### config.mk
export PLATFORM = sky130hd
export DESIGN_NAME = ebc_bus_ctrl
export DESIGN_NICKNAME = d
export VERILOG_FILES = /design/src/rtl/ebc_pkg.sv /design/src/rtl/ebc_area_decode.sv /design/src/rtl/ebc_wait_timer.sv /design/src/rtl/ebc_lane_steer.sv /design/src/rtl/ebc_bus_ctrl.sv
export SDC_FILE = /design/constraint.sdc
export NUM_CORES = 1
export LEC_CHECK = 0
export BUFFER_PORTS_ARGS = -buffer_cell sky130_fd_sc_hd__buf_2
export CAP_MARGIN = 20
export CELL_PAD_IN_SITES_DETAIL_PLACEMENT = 1
export CELL_PAD_IN_SITES_GLOBAL_PLACEMENT = 1
export CORE_MARGIN = 4
export CORE_UTILIZATION = 36
export CTS_BUF_LIST = sky130_fd_sc_hd__clkbuf_2
export DETAILED_ROUTE_END_ITERATION = 10
export GPL_ROUTABILITY_DRIVEN = 0
export PLACE_DENSITY_LB_ADDON = 0.15
export SLEW_MARGIN = 15
export SYNTH_ARGS = -nofsm -noshare
export SYNTH_HDL_FRONTEND = slang
export SYNTH_SLANG_ARGS = --single-unit
### constraint.sdc
create_clock -name clk -period 2.1 [get_ports clk]
set_input_delay 0.42 -clock clk [delete_from_list [all_inputs] [get_ports clk]]
set_output_delay 0.42 -clock clk [all_outputs]
set_load 0.02 [all_outputs]
### src/rtl/ebc_pkg.sv
package ebc_pkg;
   typedef enum logic [2:0] {
      ST_IDLE = 3'd0,
      ST_GAP  = 3'd1,
      ST_T1   = 3'd2,
      ST_T2   = 3'd3,
      ST_TW   = 3'd4,
      ST_T3   = 3'd5
   } bus_state_e;

   function automatic logic in_access(bus_state_e s);
      return (s == ST_T1) || (s == ST_T2) || (s == ST_TW) || (s == ST_T3);
   endfunction

   function automatic logic in_strobe(bus_state_e s);
      return (s == ST_T2) || (s == ST_TW) || (s == ST_T3);
   endfunction
endpackage

### src/rtl/ebc_area_decode.sv
module ebc_area_decode #(
   parameter int ADDR_W    = 24,
   parameter int NUM_AREAS = 8,
   parameter int WAIT_W    = 2,
   localparam int AREA_W   = $clog2(NUM_AREAS)
) (
   input  logic [ADDR_W-1:0]           addr,
   input  logic [NUM_AREAS-1:0]        cfg_wide,
   input  logic [NUM_AREAS-1:0]        cfg_three,
   input  logic [NUM_AREAS*WAIT_W-1:0] cfg_wait,
   output logic [AREA_W-1:0]           area,
   output logic                        wide,
   output logic                        three,
   output logic [WAIT_W-1:0]           waits
);
   assign area  = addr[ADDR_W-1 -: AREA_W];
   assign wide  = cfg_wide[area];
   assign three = cfg_three[area];
   assign waits = cfg_wait[area*WAIT_W +: WAIT_W];
endmodule

### src/rtl/ebc_wait_timer.sv
module ebc_wait_timer #(
   parameter int WAIT_W = 2
) (
   input  logic              clk,
   input  logic              rst_n,
   input  logic              load,
   input  logic [WAIT_W-1:0] load_val,
   input  logic              dec,
   output logic              zero
);
   logic [WAIT_W-1:0] cnt;

   always_ff @(posedge clk or negedge rst_n) begin
      if (!rst_n)
         cnt <= '0;
      else if (load)
         cnt <= load_val;
      else if (dec && (cnt != '0))
         cnt <= cnt - 1'b1;
   end

   assign zero = (cnt == '0);
endmodule

### src/rtl/ebc_lane_steer.sv
module ebc_lane_steer #(
   parameter int BYTE_W  = 8,
   localparam int BUS_W  = 2 * BYTE_W
) (
   input  logic              wide,
   input  logic              word_cyc,
   input  logic              a0,
   input  logic [BYTE_W-1:0] byte_in,
   input  logic [BUS_W-1:0]  word_in,
   input  logic [BUS_W-1:0]  din,
   output logic              up_en,
   output logic              lo_en,
   output logic [BUS_W-1:0]  dout,
   output logic [BYTE_W-1:0] rd_byte
);
   assign up_en   = !wide || word_cyc || !a0;
   assign lo_en   = wide && (word_cyc || a0);
   assign dout    = word_cyc ? word_in : {byte_in, byte_in};
   assign rd_byte = (wide && !word_cyc && a0) ? din[BYTE_W-1:0] : din[BUS_W-1:BYTE_W];
endmodule

### src/rtl/ebc_bus_ctrl.sv
module ebc_bus_ctrl
   import ebc_pkg::*;
#(
   parameter int ADDR_W       = 24,
   parameter int NUM_AREAS    = 8,
   parameter int BYTE_W       = 8,
   parameter int WAIT_W       = 2,
   parameter bit HAS_WAIT_PIN = 1'b1,
   localparam int AREA_W      = $clog2(NUM_AREAS),
   localparam int BUS_W       = 2 * BYTE_W
) (
   input  logic                        clk,
   input  logic                        rst_n,
   input  logic [NUM_AREAS-1:0]        cfg_wide,
   input  logic [NUM_AREAS-1:0]        cfg_three,
   input  logic [NUM_AREAS*WAIT_W-1:0] cfg_wait,
   input  logic                        cfg_pin_wait_en,
   input  logic                        cfg_idle_en,
   input  logic                        req,
   input  logic                        req_wr,
   input  logic                        req_word,
   input  logic [ADDR_W-1:0]           req_addr,
   input  logic [BUS_W-1:0]            req_wdata,
   output logic                        ready,
   output logic                        done,
   output logic [BUS_W-1:0]            rdata,
   output logic [ADDR_W-1:0]           bus_addr,
   output logic [NUM_AREAS-1:0]        cs_n,
   output logic                        as_n,
   output logic                        rd_n,
   output logic                        hwr_n,
   output logic                        lwr_n,
   output logic [BUS_W-1:0]            bus_dout,
   output logic                        bus_oe,
   input  logic [BUS_W-1:0]            bus_din,
   input  logic                        wait_n
);
   // elaboration-time parameter checks
   if (NUM_AREAS < 2 || (1 << AREA_W) != NUM_AREAS) begin : g_bad_areas
      initial $error("NUM_AREAS must be a power of two of at least 2");
   end
   if (ADDR_W <= AREA_W + 1) begin : g_bad_addr
      initial $error("ADDR_W too small for the area count");
   end
   if (BYTE_W < 1 || WAIT_W < 1) begin : g_bad_width
      initial $error("BYTE_W and WAIT_W must be positive");
   end

   bus_state_e        st;
   logic [AREA_W-1:0] cur_area, prev_area;
   logic              cur_wide, cur_three, cur_wr, cur_word, cur_split, half;
   logic [WAIT_W-1:0] cur_waits;
   logic [ADDR_W-1:0] cur_addr;
   logic [BUS_W-1:0]  cur_wdata, rdata_q;
   logic              prev_rd, done_q;

   logic [AREA_W-1:0] dec_area;
   logic              dec_wide, dec_three;
   logic [WAIT_W-1:0] dec_waits;

   ebc_area_decode #(
      .ADDR_W(ADDR_W), .NUM_AREAS(NUM_AREAS), .WAIT_W(WAIT_W)
   ) decode_i (
      .addr(req_addr), .cfg_wide(cfg_wide), .cfg_three(cfg_three),
      .cfg_wait(cfg_wait), .area(dec_area), .wide(dec_wide),
      .three(dec_three), .waits(dec_waits)
   );

   logic wt_zero;
   ebc_wait_timer #(.WAIT_W(WAIT_W)) timer_i (
      .clk(clk), .rst_n(rst_n),
      .load(st == ST_T1), .load_val(cur_waits),
      .dec(cur_three && (st == ST_T2 || st == ST_TW)),
      .zero(wt_zero)
   );

   logic pin_low;
   if (HAS_WAIT_PIN) begin : g_pin
      assign pin_low = cfg_pin_wait_en & ~wait_n;
   end else begin : g_nopin
      assign pin_low = 1'b0;
   end

   logic              cyc_a0, cyc_word, up_en, lo_en;
   logic [BYTE_W-1:0] byte_in, rd_byte;
   logic [BUS_W-1:0]  lane_dout;

   assign cyc_a0   = cur_split ? half : cur_addr[0];
   assign cyc_word = cur_word && cur_wide;
   assign byte_in  = (cur_split && !half) ? cur_wdata[BUS_W-1:BYTE_W]
                                          : cur_wdata[BYTE_W-1:0];

   ebc_lane_steer #(.BYTE_W(BYTE_W)) lanes_i (
      .wide(cur_wide), .word_cyc(cyc_word), .a0(cyc_a0),
      .byte_in(byte_in), .word_in(cur_wdata), .din(bus_din),
      .up_en(up_en), .lo_en(lo_en), .dout(lane_dout), .rd_byte(rd_byte)
   );

   logic last_st, need_gap;
   assign last_st  = (st == ST_T3) || (st == ST_T2 && !cur_three);
   assign need_gap = cfg_idle_en && prev_rd && (req_wr || dec_area != prev_area);

   always_ff @(posedge clk or negedge rst_n) begin
      if (!rst_n) begin
         st        <= ST_IDLE;
         cur_area  <= '0;
         prev_area <= '0;
         cur_wide  <= 1'b0;
         cur_three <= 1'b0;
         cur_waits <= '0;
         cur_wr    <= 1'b0;
         cur_word  <= 1'b0;
         cur_split <= 1'b0;
         half      <= 1'b0;
         cur_addr  <= '0;
         cur_wdata <= '0;
         prev_rd   <= 1'b0;
         done_q    <= 1'b0;
         rdata_q   <= '0;
      end else begin
         done_q <= 1'b0;
         if (last_st && !cur_wr) begin
            if (cyc_word)
               rdata_q <= bus_din;
            else if (cur_split && !half)
               rdata_q[BUS_W-1:BYTE_W] <= rd_byte;
            else if (cur_split)
               rdata_q[BYTE_W-1:0] <= rd_byte;
            else
               rdata_q <= {{BYTE_W{1'b0}}, rd_byte};
         end
         case (st)
            ST_IDLE: if (req) begin
               cur_area  <= dec_area;
               cur_wide  <= dec_wide;
               cur_three <= dec_three;
               cur_waits <= dec_waits;
               cur_wr    <= req_wr;
               cur_word  <= req_word;
               cur_split <= req_word && !dec_wide;
               cur_addr  <= req_addr;
               cur_wdata <= req_wdata;
               half      <= 1'b0;
               st        <= need_gap ? ST_GAP : ST_T1;
            end
            ST_GAP: st <= ST_T1;
            ST_T1:  st <= ST_T2;
            ST_T2, ST_TW: begin
               if (!cur_three)
                  st <= ST_T3;
               else if (!wt_zero || pin_low)
                  st <= ST_TW;
               else
                  st <= ST_T3;
            end
            default: st <= ST_IDLE;
         endcase
         if (last_st) begin
            if (cur_split && !half) begin
               half <= 1'b1;
               st   <= ST_T1;
            end else begin
               st        <= ST_IDLE;
               done_q    <= 1'b1;
               prev_rd   <= !cur_wr;
               prev_area <= cur_area;
            end
         end
      end
   end

   logic active, strobe_ph;
   assign active    = in_access(st);
   assign strobe_ph = in_strobe(st);

   for (genvar g = 0; g < NUM_AREAS; g++) begin : g_cs
      assign cs_n[g] = !(active && cur_area == AREA_W'(g));
   end

   assign as_n     = !active;
   assign rd_n     = !(active && !cur_wr);
   assign hwr_n    = !(strobe_ph && cur_wr && up_en);
   assign lwr_n    = !(strobe_ph && cur_wr && lo_en);
   assign bus_oe   = active && cur_wr;
   assign bus_dout = lane_dout;
   assign bus_addr = {cur_addr[ADDR_W-1:1], cyc_a0};
   assign ready    = (st == ST_IDLE);
   assign done     = done_q;
   assign rdata    = rdata_q;
endmodule

[Word level (Yosys, flattened, before mapping)]
Index checks and enable logic that the tools add are counted.
Word-level totals
  bits in registers: 77
  word-level logic and storage cells: 132
Operators by class
  shifts and indexed selects: 1
  reduce and logical (&&, ||, !) cells: 66
  equality and inequality tests: 16
  muxes and demuxes: 27
  bitwise gates (word level): 3
  magnitude comparators: 1
  $add $sub $neg: 1
Operators by type and width (count)
  $mux W8: 5
  $mux W16: 2
  $logic_and A1 B1 Y1: 25
  $logic_not A1 Y1: 20
  $eq A3 B3 Y1 const B: 6
  $shiftx A16 B5 Y2: 1
  $eq A3 B2 Y1 const B: 4
  $pmux W3 S4: 1
  $logic_or A1 B1 Y1: 11
  $mux W1: 11
  $mux W2: 4
  $reduce_and A2 Y1: 4
  $bmux W1 S3: 2
  $eq A3 B1 Y1 const B: 2
  $logic_not A3 Y1: 2
  $mux W3: 2
  $lt A3 B4 Y1 const B: 1
  $reduce_bool A2 Y1: 2
  $ne A3 B1 Y1 const B: 1
  $ne A3 B2 Y1 const B: 1
  $ne A3 B3 Y1: 1
  $logic_not A2 Y1: 1
  $ne A2 B1 Y1 const B: 1
  $not A1 Y1: 2
  other kinds (3): 3

[Logic depth before layout (Yosys ltp)]
  depth in word-level cells: 7
  gate-level depth with buffers: 7
  mapped depth without buffers: 6

[Cells and area by module]
A second synthesis with hierarchy kept.
Unflattened totals
  cells, all modules: 477
  area, all modules: 4379.2 um^2
Modules (own cells, without submodules)
  ebc_bus_ctrl: area an instance 3607.2 um^2, sequential area each 1876.8 um^2, cells each 393, instances 1
  ebc_lane_steer: area an instance 347.8 um^2, sequential area each 0.0 um^2, cells each 54, instances 1
  ebc_area_decode: area an instance 292.8 um^2, sequential area each 0.0 um^2, cells each 17, instances 1
  ebc_wait_timer: area an instance 131.4 um^2, sequential area each 50.0 um^2, cells each 13, instances 1

[Worst setup path before layout]
OpenSTA, ideal clock, no wires.
  path type: register to output
  start point: register half
  end point: output bus_dout[13]
  buffers on the path: 1
  slack: 171 ps
  data arrival time: 1509 ps
  data required time: 1680 ps
  stages on the path, launching flop included: 5
  cell sequence: dfrtp_1 nand2b_1 nand2_1 clkbuf_1 mux2_2
On the way
  cells in the longest elaborated chain, start to end: 4
RTL lines
  start: declaration: line ebc_bus_ctrl.sv:51  | logic cur_wide, cur_three, cur_wr, cur_word, cur_split, half;
  start signal: assignment: line ebc_bus_ctrl.sv:114  | half <= 1'b0;
  start signal: assignment: line ebc_bus_ctrl.sv:143  | half <= 1'b0;
  start signal: assignment: line ebc_bus_ctrl.sv:160  | half <= 1'b1;
  $logic_not A1 Y1: line ebc_bus_ctrl.sv:90  | assign byte_in = (cur_split && !half) ? cur_wdata[BUS_W-1:BYTE_W]
  $logic_and A1 B1 Y1: line ebc_bus_ctrl.sv:90
  $mux W8: line ebc_bus_ctrl.sv:90
  $mux W16: line ebc_lane_steer.sv:18  | assign dout = word_cyc ? word_in : {byte_in, byte_in};
  end: declaration: line ebc_bus_ctrl.sv:33  | output logic [BUS_W-1:0] bus_dout,
No other way between the ends.

[Worst setup path after layout]
  start point: register half
  end point: output bus_dout[7]
Same word-level chain as after synthesis.

==> impl_metrics.csv <==
group,metric,value,unit
timing,hold_viol,0,
floorplanning,die_w,112,microns
finish,multi_input_area,1890,sq um
yosys,yosysUniqueCellTypes,38,
cts,cts_buffer_depth,2,
pwr,p_leak,0.00297,uW
yosys,syn_nets,495,
floorplanning,core,10400,sq um
floorplanning,ioPinCount,167,
floorplanning,die_h,112,microns
detailed_routing,routedWlPerCell,16.8,microns
pwr,p_per_area,1610,nW/um^2
finish,area_delta_synth_final,43.3,%
timing,rsz0062_at_grt,"true",
global_route,met3_usage,5.77,%
finish,diodes,0,
cts,cts_buffers,9,
flow_run,drv_cap,0,
detailed_routing,drt_iter0_markers,129,
timing,worst_pin_slew,0.420,ns
worst_hold_path,hold_path.class,"in -> reg",
cts,clk_latency,0.53,ns
global_route,grt_overflow,0,
yosys,seq_area_frac_synth,47.5,%
global_route,busiest_layer,"met2",
placed_design,dp_hpwl,8.43,mm
yosys,avgSynthCellArea,9.79,sq um
timing,setup_viol,28,
setup_path,worstPathArrival,1.84,ns
setup_path,critPathBufInv,1,
cts,clock_sinks,74,
finish,fill_cells,1243,
floorplanning,rows,37,
floorplanning,initial_core_util,37.4,%
yosys,yosys_warnings,0,
setup_path,critPathKind,"reg -> out",
setup_path,endpoint_kind,"output port",
yosys,syn_area,3900,sq um
floorplanning,die_area,12600,sq um
finish,drive_above_1_share,49.9,%
setup_path,cp_common_cell,"nand2b_4",
cts,cts-root-buf,"clkbuf_2",
timing,whs,0.0494,ns
setup_path,slowest_delay,0.46,ns
timing,slew_headroom,72.0,%
setup_path,crit_chain,"nand2b_4 -> nand2b_4 -> mux2_4 -> buf_6",
timing,min_period_over_period,108,%
detailed_routing,wl,12.3,mm
cts,cts_tree,"yes",
global_route,grt_use_met2,33.2,%
timing,finalMaxSlewViolations,0,
status,failed_checks,"setup timing",
detailed_routing,vias_per_cell,4.80,
cts,htree_levels,3,
status,outcome,"complete, but fails checks",
placed_design,dpl-instance-area,4770,sq um
finish,finalNetCount,687,
timing,layout_setup_ws,-0.164,ns
yosys,synth_seq_cells,74,
timing,fin_crit,2.26,ns
timing,tns,-3.18,ns
setup_path,cp_slowest_cell,"dfrtp_1",
setup_path,critPathMaxFanout,5,
setup_path,required,1.68,ns
global_route,grt_pass1_wl,19.0,mm
setup_path,critPathLaunchType,"flip-flop",
global_route,grt_max_degree,45,
global_route,antenna_found_initial,0,
finish,final_core_util,53.6,%
timing,finClkSkew,0.0402,ns
global_route,track_usage,18.8,%
setup_path,critical-path-top-delay-family,"flip-flops",
pwr,total_power,9000,uW
global_route,grtUsageMet1,22.5,%
finish,fin_area,5580,sq um
detailed_routing,drc_errors,0,
detailed_routing,num_vias,3507,
pwr,peakVddDrop,0.831,mV
global_route,grt_pass1_vias,3796,
placed_design,port_buffers,166,
detailed_routing,drt_pass1_iterations,4,
cts,clkSlewWorstSetupHoldPaths,0.26,ns
detailed_routing,ant_nets,0,
yosys,syn_inst,398,
finish,seqCellArea,1860,sq um
timing,fmax,442,MHz
[registers in the layout, indices dropped and copies added (netlist names), 2 cells and up]
register,cells
cur_addr,21
cur_area,3
cur_waits,2
cur_wdata,16
prev_area,3
rdata,16
st,3
timer_i.cnt,2
[where the power goes]
group | switching (uW) | total, uW | internal [uW]
Sequential | 509 | 2610 | 2100
Clock | 577 | 983 | 405
Combinational | 2910 | 5420 | 2510
[cell usage after synthesis (all sizes together)]
cell | count | share of area, %
nand4 | 1 | 0.16
xor2 | 4 | 0.90
and3b | 1 | 0.22
mux2 | 37 | 11
nand2b | 4 | 0.64
ha | 1 | 0.32
or3 | 1 | 0.16
nand3 | 3 | 0.39
o21ai | 11 | 1.6
a22oi | 1 | 0.19
a21o | 2 | 0.39
nand2 | 150 | 14
clkbuf | 7 | 0.67
o221ai | 1 | 0.22
a311oi | 1 | 0.67
a21oi | 2 | 0.26
nor2 | 6 | 0.58
or2 | 1 | 0.16
buf | 35 | 6.3
and2 | 3 | 0.48
a31o | 2 | 0.45
dfrtp | 74 | 48
or4 | 1 | 0.19
inv | 15 | 1.4
xnor2 | 1 | 0.22
mux4 | 8 | 4.6
a221oi | 1 | 0.22
and2b | 1 | 0.19
o211ai | 3 | 0.58
mux2i | 13 | 3.3
nor3b | 3 | 1.2
nor2b | 3 | 0.48
nor3 | 1 | 0.13
[cell families (layout without fill, tap and decap cells)]
kind of cell | after synthesis | in the layout | synth area share, %
flops | 74 | 74 | 47.5
simple gates | 179 | 181 | 19.4
compound gates | 24 | 24 | 4.59
mux | 58 | 58 | 18.7
xor+xnor | 5 | 5 | 1.12
buf+inv | 57 | 252 | 8.38
fa+ha+maj | 1 | 1 | 0.321
[area by class of cell]
| type | count | area share (%) |
|---|---|---|
| clock buffer | 9 | 0.807 |
| clock inverter | 7 | 1.79 |
| inverter | 15 | 1.05 |
| multi-input combinational | 269 | 33.9 |
| sequential | 74 | 33.2 |
| tap | 136 | 3.05 |
| timing repair buffer | 221 | 26.1 |
[final timing paths]
path	cells after the start	startpoint	slack (ns)	end
setup / recovery	4	half$_DFF_PN0_	-0.16	bus_dout[7]
hold reg to reg	2	cur_addr[2]$_DFFE_PN0P_	0.51	cur_addr[2]$_DFFE_PN0P_
setup reg to reg	8	st[2]$_DFFE_PN0P_	0.04	rdata[0]$_DFFE_PN0P_
max in group asynchronous	3	rst_n	1.13	cur_area[2]$_DFFE_PN0P_
min in group asynchronous	2	rst_n	0.33	cur_addr[9]$_DFFE_PN0P_
hold / removal	3	req_addr[16]	0.05	cur_addr[16]$_DFFE_PN0P_
[tightest hold or removal path, delay by kind of cell]
family / cells / cell delay [ns]
buffers and inverters: 1 / 0.08
and+or+nand+nor: 2 / 0.08
[cell usage in the layout, fill, tap and decap left out, types with 4 or more instances in the layout]
cell	n
mux4_2	8
buf_2	144
buf_4	31
nor2_1	5
mux2i_1	13
dlygate4sd3_1	18
inv_1	14
o21ai_0	8
nand2b_4	4
buf_6	27
nand2_2	8
nand2_1	141
clkbuf_2	9
mux2_2	27
mux2_4	9
dfrtp_1	71
[metrics by stage]
step	worst slack (ns)	instances
3_5_place_dp	0.105	674
5_1_grt	-0.279	731
2_1_floorplan	0.171	398
6_report	-0.164	731
4_1_cts	-0.185	707
3_3_place_gp	0.141	674
[what timing repair did]
action | in CTS | in global routing
pin swaps | 4 | 3
hold buffers | 1 | 17
endpoints found under the hold margin | 30 | 17
setup endpoints to repair | 29 | 30
resized for setup | 59 | 34
setup buffers | 14 | 8
cloned | 2 | 0
[layer usage]
| metal | wire [microns] | vias up |
|---|---|---|
| li1 | - | 1667 |
| met1 | 5070 | 1735 |
| met2 | 6350 | 95 |
| met3 | 714 | 10 |
| met4 | 133 | 0 |
| met5 | 0 | - |
(Power assumes the default switching activity.)
